===== config.mk =====
export PLATFORM = sky130hd
export DESIGN_NAME = alu16_slice
export DESIGN_NICKNAME = d
export VERILOG_FILES = /design/src/rtl/alu16_pkg.sv /design/src/rtl/alu16_logic_unit.sv /design/src/rtl/alu16_arith_unit.sv /design/src/rtl/alu16_out_stage.sv /design/src/rtl/alu16_slice.sv
export SDC_FILE = /design/constraint.sdc
export NUM_CORES = 1
export LEC_CHECK = 0
export ABC_AREA = 1
export BUFFER_PORTS_ARGS = -buffer_cell sky130_fd_sc_hd__buf_2
export CAP_MARGIN = 20
export CORE_MARGIN = 2
export CORE_UTILIZATION = 55
export CTS_BUF_LIST = sky130_fd_sc_hd__clkbuf_2 sky130_fd_sc_hd__clkbuf_4 sky130_fd_sc_hd__clkbuf_8
export DETAILED_ROUTE_END_ITERATION = 6
export GPL_ROUTABILITY_DRIVEN = 0
export PLACE_DENSITY_LB_ADDON = 0.25
export REMOVE_ABC_BUFFERS = 1
export SLEW_MARGIN = 20
export SYNTH_ARGS = -nofsm -noshare
export SYNTH_HDL_FRONTEND = slang
export SYNTH_SLANG_ARGS = --single-unit

===== constraint.sdc =====
create_clock -name clk -period 1.9 [get_ports clk]
set_input_delay 0 -clock clk [delete_from_list [all_inputs] [get_ports clk]]
set_output_delay 0 -clock clk [all_outputs]
set_load 0.02 [all_outputs]

===== src/rtl/alu16_pkg.sv =====
package alu16_pkg;

  // First addend of an arithmetic function, chosen by sel[1:0]
  typedef enum logic [1:0] {
    XT_A    = 2'd0,
    XT_AND  = 2'd1,
    XT_ANDN = 2'd2,
    XT_ZERO = 2'd3
  } xterm_e;

  // Second addend of an arithmetic function, chosen by sel[3:2]
  typedef enum logic [1:0] {
    YT_ONES = 2'd0,
    YT_ORN  = 2'd1,
    YT_OR   = 2'd2,
    YT_A    = 2'd3
  } yterm_e;

  localparam int SEL_W = 4;

  // Truth table over index {a,b} for each bitwise function code
  function automatic logic [3:0] logic_table(input logic [SEL_W-1:0] sel);
    logic [3:0] t;
    case (sel)
      4'd0:    t = 4'b0011;
      4'd1:    t = 4'b0111;
      4'd2:    t = 4'b1011;
      4'd3:    t = 4'b1111;
      4'd4:    t = 4'b0001;
      4'd5:    t = 4'b0101;
      4'd6:    t = 4'b1001;
      4'd7:    t = 4'b1101;
      4'd8:    t = 4'b0010;
      4'd9:    t = 4'b0110;
      4'd10:   t = 4'b1010;
      4'd11:   t = 4'b1110;
      4'd12:   t = 4'b0000;
      4'd13:   t = 4'b0100;
      4'd14:   t = 4'b1000;
      default: t = 4'b1100;
    endcase
    return t;
  endfunction

endpackage


===== src/rtl/alu16_logic_unit.sv =====
module alu16_logic_unit
  import alu16_pkg::*;
#(
  parameter int W = 4
) (
  input  logic [W-1:0]     a,
  input  logic [W-1:0]     b,
  input  logic [SEL_W-1:0] sel,
  output logic [W-1:0]     f
);

  logic [3:0] tt;

  always_comb tt = logic_table(sel);

  for (genvar i = 0; i < W; i++) begin : g_bit
    always_comb f[i] = tt[{a[i], b[i]}];
  end

endmodule


===== src/rtl/alu16_arith_unit.sv =====
module alu16_arith_unit
  import alu16_pkg::*;
#(
  parameter int W = 4
) (
  input  logic [W-1:0]     a,
  input  logic [W-1:0]     b,
  input  logic [SEL_W-1:0] sel,
  input  logic             cin,
  output logic [W-1:0]     f,
  output logic             cout
);

  localparam int SW = W + 1;

  xterm_e       xsel;
  yterm_e       ysel;
  logic [W-1:0] xv;
  logic [W-1:0] yv;
  logic [SW-1:0] sum;

  always_comb begin
    xsel = xterm_e'(sel[1:0]);
    ysel = yterm_e'(sel[3:2]);
  end

  always_comb begin
    case (xsel)
      XT_A:    xv = a;
      XT_AND:  xv = a & b;
      XT_ANDN: xv = a & ~b;
      default: xv = '0;
    endcase
  end

  always_comb begin
    case (ysel)
      YT_ONES: yv = '1;
      YT_ORN:  yv = a | ~b;
      YT_OR:   yv = a | b;
      default: yv = a;
    endcase
  end

  always_comb begin
    sum  = {1'b0, xv} + {1'b0, yv} + SW'(cin);
    f    = sum[W-1:0];
    cout = sum[W];
  end

endmodule


===== src/rtl/alu16_out_stage.sv =====
module alu16_out_stage #(
  parameter int W = 4
) (
  input  logic         clk,
  input  logic         rst_n,
  input  logic         in_valid,
  output logic         in_ready,
  input  logic [W-1:0] d_f,
  input  logic         d_cout,
  input  logic         d_aeqb,
  output logic         out_valid,
  input  logic         out_ready,
  output logic [W-1:0] out_f,
  output logic         out_cout,
  output logic         out_aeqb
);

  logic take;

  always_comb begin
    in_ready = !out_valid || out_ready;
    take     = in_valid && in_ready;
  end

  always_ff @(posedge clk or negedge rst_n) begin
    if (!rst_n) begin
      out_valid <= 1'b0;
    end else if (take) begin
      out_valid <= 1'b1;
    end else if (out_ready) begin
      out_valid <= 1'b0;
    end
  end

  always_ff @(posedge clk or negedge rst_n) begin
    if (!rst_n) begin
      out_f    <= '0;
      out_cout <= 1'b0;
      out_aeqb <= 1'b0;
    end else if (take) begin
      out_f    <= d_f;
      out_cout <= d_cout;
      out_aeqb <= d_aeqb;
    end
  end

endmodule


===== src/rtl/alu16_slice.sv =====
module alu16_slice
  import alu16_pkg::*;
#(
  parameter int W = 4
) (
  input  logic             clk,
  input  logic             rst_n,
  input  logic             in_valid,
  output logic             in_ready,
  input  logic [W-1:0]     in_a,
  input  logic [W-1:0]     in_b,
  input  logic [SEL_W-1:0] in_sel,
  input  logic             in_mode,
  input  logic             in_cin,
  output logic             out_valid,
  input  logic             out_ready,
  output logic [W-1:0]     out_f,
  output logic             out_cout,
  output logic             out_aeqb
);

  logic [W-1:0] lf;
  logic [W-1:0] af;
  logic         acout;
  logic [W-1:0] rf;
  logic         rcout;
  logic         raeqb;

  alu16_logic_unit #(.W(W)) u_logic (
    .a   (in_a),
    .b   (in_b),
    .sel (in_sel),
    .f   (lf)
  );

  alu16_arith_unit #(.W(W)) u_arith (
    .a    (in_a),
    .b    (in_b),
    .sel  (in_sel),
    .cin  (in_cin),
    .f    (af),
    .cout (acout)
  );

  always_comb begin
    rf    = in_mode ? lf : af;
    rcout = in_mode ? 1'b0 : acout;
    raeqb = &rf;
  end

  alu16_out_stage #(.W(W)) u_stage (
    .clk       (clk),
    .rst_n     (rst_n),
    .in_valid  (in_valid),
    .in_ready  (in_ready),
    .d_f       (rf),
    .d_cout    (rcout),
    .d_aeqb    (raeqb),
    .out_valid (out_valid),
    .out_ready (out_ready),
    .out_f     (out_f),
    .out_cout  (out_cout),
    .out_aeqb  (out_aeqb)
  );

endmodule


# == Word level (Yosys, flattened, before mapping) ==
# Memories as Yosys holds them, arrays and structs flattened.
# Cells that the tools add are included.
# W data, S select, Z words.
# classes
muxes,14
n_eq_ne,4
reduce_logical,7
n_addsub,2
bitwise_logic,5
n_lt_le_gt_ge,4
# op_table
cell,n
$pmux W4 S3,2
$lt A2 B3 Y1 const B,4
$and A4 B4 Y4,2
$bmux W1 S2,4
$or A4 B4 Y4,2
$mux W1,7
$add A4 B4 Y5,1
$add A5 B1 Y5,1
$eq A2 B1 Y1 const B,2
$eq A2 B2 Y1 const B,2
$logic_not A2 Y1,2
$mux W4,1
$not A4 Y4,1
$reduce_and A4 Y1,1
$reduce_bool A2 Y1,1
$logic_and A1 B1 Y1,1
$logic_not A1 Y1,1
$logic_or A1 B1 Y1,1
# totals
wordCells,41
input_bits,18
ff_bits,7
output_inout_bits,8
mem_count,1
romBits,64
# mem_list
name,depth,word_bits,rd,rd_ports_with_merged_regs,write_ports,line,rtl
(no name shown),16,4,1,0,0,alu16_pkg.sv:24,case (sel)

# == Depth between registers and ports, before layout ==
# Gate-level depths: netlist (run 1).
# depth
ltp_word,7
ltp_mapped,16
mapped_depth_nobuf,16

# == Cells and area by module ==
# A second synthesis (run 1) with hierarchy kept.
# hier_totals
cells_unflattened,174
hier_area_um2,992.2
# modules_own_cells
mod,n_inst,cells_each,area_per_inst_um2,seq_area_each_um2
alu16_arith_unit,1,89,486.7,0.0
alu16_out_stage,1,29,275.3,175.2
alu16_logic_unit,1,38,152.6,0.0
alu16_slice,1,18,77.6,0.0

# == Least setup slack after synthesis (run 1) ==
# OpenSTA, ideal clock, no wires.
# synth_timing
path_type,in2reg
start,input port in_sel[0]
end,register u_stage.out_aeqb
required_time_ns,1.784
cell_stages,15
setup_time_ns,0.116
arrival_time_ns,1.989
n_path_buf,0
slack_ns,-0.206
path_cell_list,inv_1 -> ha_1 -> inv_1 -> a21oi_1 -> a21oi_1 -> or3_1 -> fa_1 -> inv_1 -> fa_1 -> nand2_1 -> nand2_1 -> nand2_1 -> nor2_1 -> nand2_1 -> nand2_1
# synth_via
elab_chain_cells,6
elab_cells_between_ends,17
classes_between,add/sub (2); eq/ne (2); mux (10); reduce/logical (2); memory (1)
# synth_rtl
element,line,rtl
from (decl),alu16_slice.sv:12,"input logic [SEL_W-1:0] in_sel,"
$eq A2 B2 Y1 (tied with other cells),alu16_arith_unit.sv:28,case (xsel)
$pmux W4 S3,alu16_arith_unit.sv:28,
$add A4 B4 Y5,alu16_arith_unit.sv:46,"sum = {1'b0, xv} + {1'b0, yv} + SW'(cin);"
$add A5 B1 Y5,alu16_arith_unit.sv:46,
$mux W4 *,alu16_slice.sv:46,rf = in_mode ? lf : af;
$reduce_and A4 Y1 *,alu16_slice.sv:48,raeqb = &rf;
to (signal assigned),alu16_out_stage.sv:43,out_aeqb <= d_aeqb;
to (decl),alu16_out_stage.sv:15,output logic out_aeqb
# Every way passes the cells marked *; elsewhere a longest branch is shown, timed or not. The select of a mux whose other input is x is not followed.
# A chain may end at the register's enable or synchronous reset.

# == Worst setup path after layout (run 1) ==
# layout_timing
start,input port in_sel[2]
end,register u_stage.out_aeqb
# layout_via
elab_chain_cells,6
elab_cells_between_ends,17
classes_between,add/sub (2); eq/ne (2); mux (10); reduce/logical (2); memory (1)
# layout_rtl
element,line,rtl
$eq A2 B2 Y1 (tied with other cells),alu16_arith_unit.sv:37,case (ysel)
$pmux W4 S3,alu16_arith_unit.sv:37,
$add A4 B4 Y5,alu16_arith_unit.sv:46,
$add A5 B1 Y5,alu16_arith_unit.sv:46,
$mux W4 *,alu16_slice.sv:46,
$reduce_and A4 Y1 *,alu16_slice.sv:48,
# Marks and branches as above.

==> results of run 1 <==
[synthesized netlist by cell type, drive strengths merged]
cell	instances
a21oi	12
a22o	1
a22oi	3
a31oi	2
clkbuf	1
dfrtp	7
fa	2
ha	9
inv	20
nand2	36
nand2b	1
nand3	15
nor2	5
nor3	3
o211ai	1
o21ai	6
o21ba	1
o31ai	1
or2	1
or3	1
xnor2	4
[worst min-delay path by stage]
stage,from,end,slack [ps],depth (start not counted)
finish,in_mode,u_stage.out_cout,30,2
detailed placement,rst_n,u_stage.out_valid,-160,1
global placement,rst_n,u_stage.out_valid,-170,1
CTS,in_mode,u_stage.out_cout,20,2
global route,in_mode,u_stage.out_cout,40,2
floorplan,rst_n,u_stage.out_aeqb,-300,0
[stage by stage]
stage               hold WS, ps  setup TNS (ps)  worst slack (ps)
global placement           -169           -1370              -367
CTS                        18.9           -67.8             -67.8
global route               42.4           -1050              -342
detailed placement         -165           -1600              -416
floorplan                  -296            -353              -206
finish                     31.8            -600              -204
[logic make-up (layout without fill, tap and decap cells)]
logic type,Yosys count,after routing,synth area share
compound gates,27,27,0.187
xor+xnor,4,4,0.0402
fa+ha+maj,11,11,0.175
buf+inv,21,76,0.0919
flops,7,7,0.201
simple gates,62,62,0.305
[layout make-up]
type	count	share of cell area
flip-flops and latches	7	0.129
well taps	16	0.0148
multi-input cells	104	0.508
inverters	20	0.0610
repair buffers	52	0.264
clock buffers	4	0.0222
[per-layer routing]
metal | vias up | part of all wire | wire [um] | track usage
met3 | 58 | 0.11 | 411 | 0.0167
met4 | 0 | 0.13 | 448 | 0.218
met1 | 543 | 0.29 | 1040 | 0.279
li1 | 548 | - | - | -
met5 | - | 0 | 0 | 0
met2 | 126 | 0.47 | 1690 | 0.565
[power breakdown]
| group | leakage [nW] | switching [W] | internal, W |
|---|---|---|---|
| combinational | 0.636 | 0.000259 | 0.000202 |
| sequential | 0.0856 | 0.0000131 | 0.000174 |
| clock | 0.0184 | 0.0000548 | 0.0000944 |
| total | 0.740 | 0.000327 | 0.000471 |
[sequential cells by signal (all words and copies together) (netlist names)]
register	flops
u_stage.out_aeqb	1
u_stage.out_f	4
u_stage.out_cout	1
u_stage.out_valid	1
[repair_timing]
action                     4_1_cts  5_1_grt
setup endpoints to repair        4        5
gates resized for setup         15       14
hold endpoints to repair         7        0
pin swaps                        7       15
hold buffers                     1        0
setup buffers                    2        4
==> reports/summary.txt, run 1 <==
row count -> 14
final number of max-transition violations -> 0
reg-to-reg slack, setup -> 870 ps
Buf+Inv Stages, Crit Path -> 3
CP endpoint kind -> register
critical-path maximum fanout -> 3
clk root buf -> clkbuf_4
worst slew pin tran -> 310 ps
crit-path most repeated cell -> nand2_1
RSZ-0062 raised after global routing -> yes
layout cell share with drive strength beyond 1 -> 0.412
IO Pins -> 26
dpl cells -> 194
Yosys cell types -> 24
GRT overflow -> 0
Final HPWL DP -> 1900 um
Port Buf Inserts -> 25
Yosys reg bits -> 7
worst hold-check path type -> input port to register
fmax -> 0.475 GHz
htree depth -> 1
core area -> 1490 um^2
period utilization -> 1.11
final setup slack of the worst path -> -204 ps
CP Class -> input port to register
area leader, netlist -> dfrtp_1
Final Critical Period -> 2100 ps
maximum number of pins on one net before global-route repair -> 10
non-filler instance count after layout -> 203
delay-heaviest family, CP -> adder cells
Multi-input gate area -> 688 um^2
Hold Fails Final Rpt -> 0
DR vias -> 1275
Critical Path Source Type -> input port
Arr. time, crit path -> 2250 ps
slowest stage cell, crit path -> fa_1
Crit. path cell count -> 15
Leak -> 0.740 nW
CTS Buf Count -> 3
die area -> 1920 um^2
top cell type's share of synthesized area -> 0.201
initial core utilization -> 0.585
DRC -> 0
path depth of the worst reg2reg path -> 5
crit path from -> in_sel[2]
Critical Path RT -> 2050 ps
worst path cell trace -> buf_2 -> inv_1 -> ha_1 -> xnor2_1 -> o21ai_1 -> a22o_1 -> fa_2 -> inv_2 -> fa_1 -> nand2_1 -> nand2_1 -> nand2_1 -> nor2_1 -> nand2_1 -> nand2_1
Syn Area/Cell -> 6.60 um^2
PwrDens -> 590 nW/um^2
clock skew -> 0.858 ps
antenna violations before repair -> 0
fin area -> 1350 um^2
max-cap violation count -> 0
first-pass GRT wire length -> 4170 um
vias in the first global route -> 1096
Tot GR Track Use -> 0.291
Peak VDD IR -> 0.000328 V
CTS Buffer Depth -> 2
Die Height -> 43.8 um
CTS tree -> yes
register area -> 175 um^2
final wirelength -> 3580 um
largest cells by area after synthesis -> dfrtp_1 (20%), nand2_1 (15%), ha_1 (13%)
Skew-Pair Late Insertion Delay -> 250 ps
most frequent cells in the layout -> nand2_1 (35), buf_4 (24), buf_2 (23), inv_1 (15), nand3_1 (11)
Setup violations, final -> 5
final core occ -> 0.909
layout filler cell count -> 71
Clock Sinks -> 7
CP max stage delay -> 430 ps
Post-Synthesis Cells -> 132
status -> complete, but fails checks
Area Growth Syn to Fin -> 55.5%
Tot Pwr -> 0.000799 W
dpl cell area -> 1180 um^2
commonest non-fill, non-tap cell in the layout -> nand2_1
Critical R2R Launch -> u_stage.out_valid
layout net count -> 217
Clock transition at path regs -> 50 ps
n_diodes -> 0
yosys warns -> 0
failing checks -> setup timing
Die Wd -> 43.8 um
routed vias/inst -> 6.28
Setup crit end -> u_stage.out_aeqb
drt pass-1 iters -> 6
Worst R2R End -> u_stage.out_f[1]
ANT nets after route -> 0
Seq/Total Area, Yosys -> 0.201
Rel. slew slack -> 0.791
initial DRC count -> 108
Mapped Area -> 871 um^2
routed wire length per instance -> 17.7 um
Note: power is estimated with default switching activity, not from simulation.
==> run 2: changes to the inputs <==
CORE_UTILIZATION = 57   (was 55)
==> run 2 against run 1 <==
The run still ends with setup timing left. Cell area decreased by 2.0%. Register-to-register slack better by 20 ps. Core utilization fell by 0.79 points. Largest power group unchanged.
==> reports/summary.txt, run 2 (synthesis results as in run 1) <==
most frequent cells in the layout -> nand2_1 (35), buf_4 (25), buf_2 (23), nand3_1 (15), inv_1 (14)
vias in the first global route -> 1147
path depth of the worst reg2reg path -> 5
pre-CTS WS -> -485 ps
period utilization -> 1.05
Critical Path RT -> 2050 ps
RSZ-0062 raised after global routing -> yes
hold path startpoint -> out_ready
critical-path maximum fanout -> 5
antenna violations before repair -> 0
GRT overflow -> 0
die area -> 1860 um^2
worst slew pin tran -> 266 ps
initial DRC count -> 55
initial core utilization -> 0.592
final number of max-transition violations -> 0
max-cap violation count -> 0
final setup slack of the worst path -> -85.8 ps
slowest stage cell, crit path -> fa_1
CTS Buffer Depth -> 2
CTS Buf Count -> 3
Die Height -> 43.1 um
Die Wd -> 43.1 um
commonest non-fill, non-tap cell in the layout -> nand2_1
CTS tree -> yes
status -> complete, but fails checks
Area Growth Syn to Fin -> 52.3%
Arr. time, crit path -> 2140 ps
crit-path most repeated cell -> nand2_1
maximum number of pins on one net before global-route repair -> 10
final wirelength -> 3420 um
clock skew -> 3.20 ps
IO Pins -> 26
layout net count -> 216
Skew-Pair Late Insertion Delay -> 260 ps
drt pass-1 iters -> 5
Hold Fails Final Rpt -> 0
worst path cell trace -> buf_12 -> inv_6 -> ha_4 -> inv_2 -> a21oi_2 -> a21oi_2 -> or3_1 -> fa_2 -> inv_2 -> fa_1 -> nand2_1 -> nand2_1 -> nand2_1 -> nor2_1 -> nand2_1 -> nand2_1
row count -> 14
CP endpoint kind -> register
n_diodes -> 0
failing checks -> setup timing
CP max stage delay -> 420 ps
hold path depth -> 4
Tot GR Track Use -> 0.338
first-pass GRT wire length -> 4740 um
Tot Pwr -> 0.000766 W
hold_ws -> 38.3 ps
ANT nets after route -> 0
Setup violations, final -> 3
PwrDens -> 578 nW/um^2
Final HPWL DP -> 2000 um
Critical Path Source Type -> input port
setup tns final -> -114 ps
Critical R2R Launch -> u_stage.out_valid
max reg flops -> 4
largest register by flop count -> u_stage.out_f
Leak -> 0.724 nW
clk root buf -> clkbuf_4
DRC -> 0
Rel. slew slack -> 0.823
htree depth -> 1
Clock transition at path regs -> 50 ps
routed vias/inst -> 6.10
DR vias -> 1233
routed wire length per instance -> 16.9 um
Final Critical Period -> 1990 ps
Port Buf Inserts -> 25
core area -> 1470 um^2
layout cell share with drive strength beyond 1 -> 0.398
Peak VDD IR -> 0.000365 V
worst hold-check path type -> input port to register
CP Class -> input port to register
fmax -> 0.504 GHz
Clock Sinks -> 7
crit path from -> in_sel[1]
==> run 2: what timing repair did <==
action / CTS / global route
endpoints found under the setup margin: 4 / 5
hold buffers: 1 / 0
resized for setup: 15 / 13
hold endpoints to repair: 7 / 0
buffers inserted: 2 / 2
pin swaps: 2 / 3
cloned: 0 / 0
==> run 2: layer usage <==
metal  up-vias  track usage  wire, um
li1        548            -         -
met1       553        0.357      1230
met2       101        0.591      1680
met3        31       0.0723       299
met4         0        0.218       216
met5         -            0         0
==> run 2: per-stage QoR <==
step / std cells / utilization / cell area [um^2]
after global routing: 202 / 0.901 / 1330
final: 202 / 0.901 / 1330
after CTS: 200 / 0.859 / 1260
after global placement: 193 / 0.794 / 1170
after floorplan: 131 / - / 866
after detailed placement: 193 / 0.794 / 1170
==> run 2: critical path: cells and delay by family <==
kind	cells	cell delay, ps
simple gates	7	700
compound gates	2	180
fa+ha+maj	3	1020
buf+inv	4	250
==> run 2: path summary, 6_finish.rpt <==
path	endpoint	slack (ps)
worst max-delay path	u_stage.out_aeqb	-90
worst min-delay path	u_stage.out_valid	40
worst max register to register	u_stage.out_f[2]	890
worst min register to register	u_stage.out_aeqb	470
max in group asynchronous	u_stage.out_f[0]	1640
min in group asynchronous	u_stage.out_aeqb	110
==> run 2: cell type report <==
class | count | area (um^2)
clock buffer | 4 | 30.0
fill | 75 | 145
inverter | 20 | 82.6
multi-input combinational | 104 | 674
sequential | 7 | 175
tap | 16 | 20.0
timing repair buffer | 51 | 344
==> run 2: where the power goes <==
group          total [W]  switching, W  internal, W
logic           0.000426      0.000241     0.000185
clock network   0.000154     0.0000597    0.0000947
registers       0.000185     0.0000112     0.000174
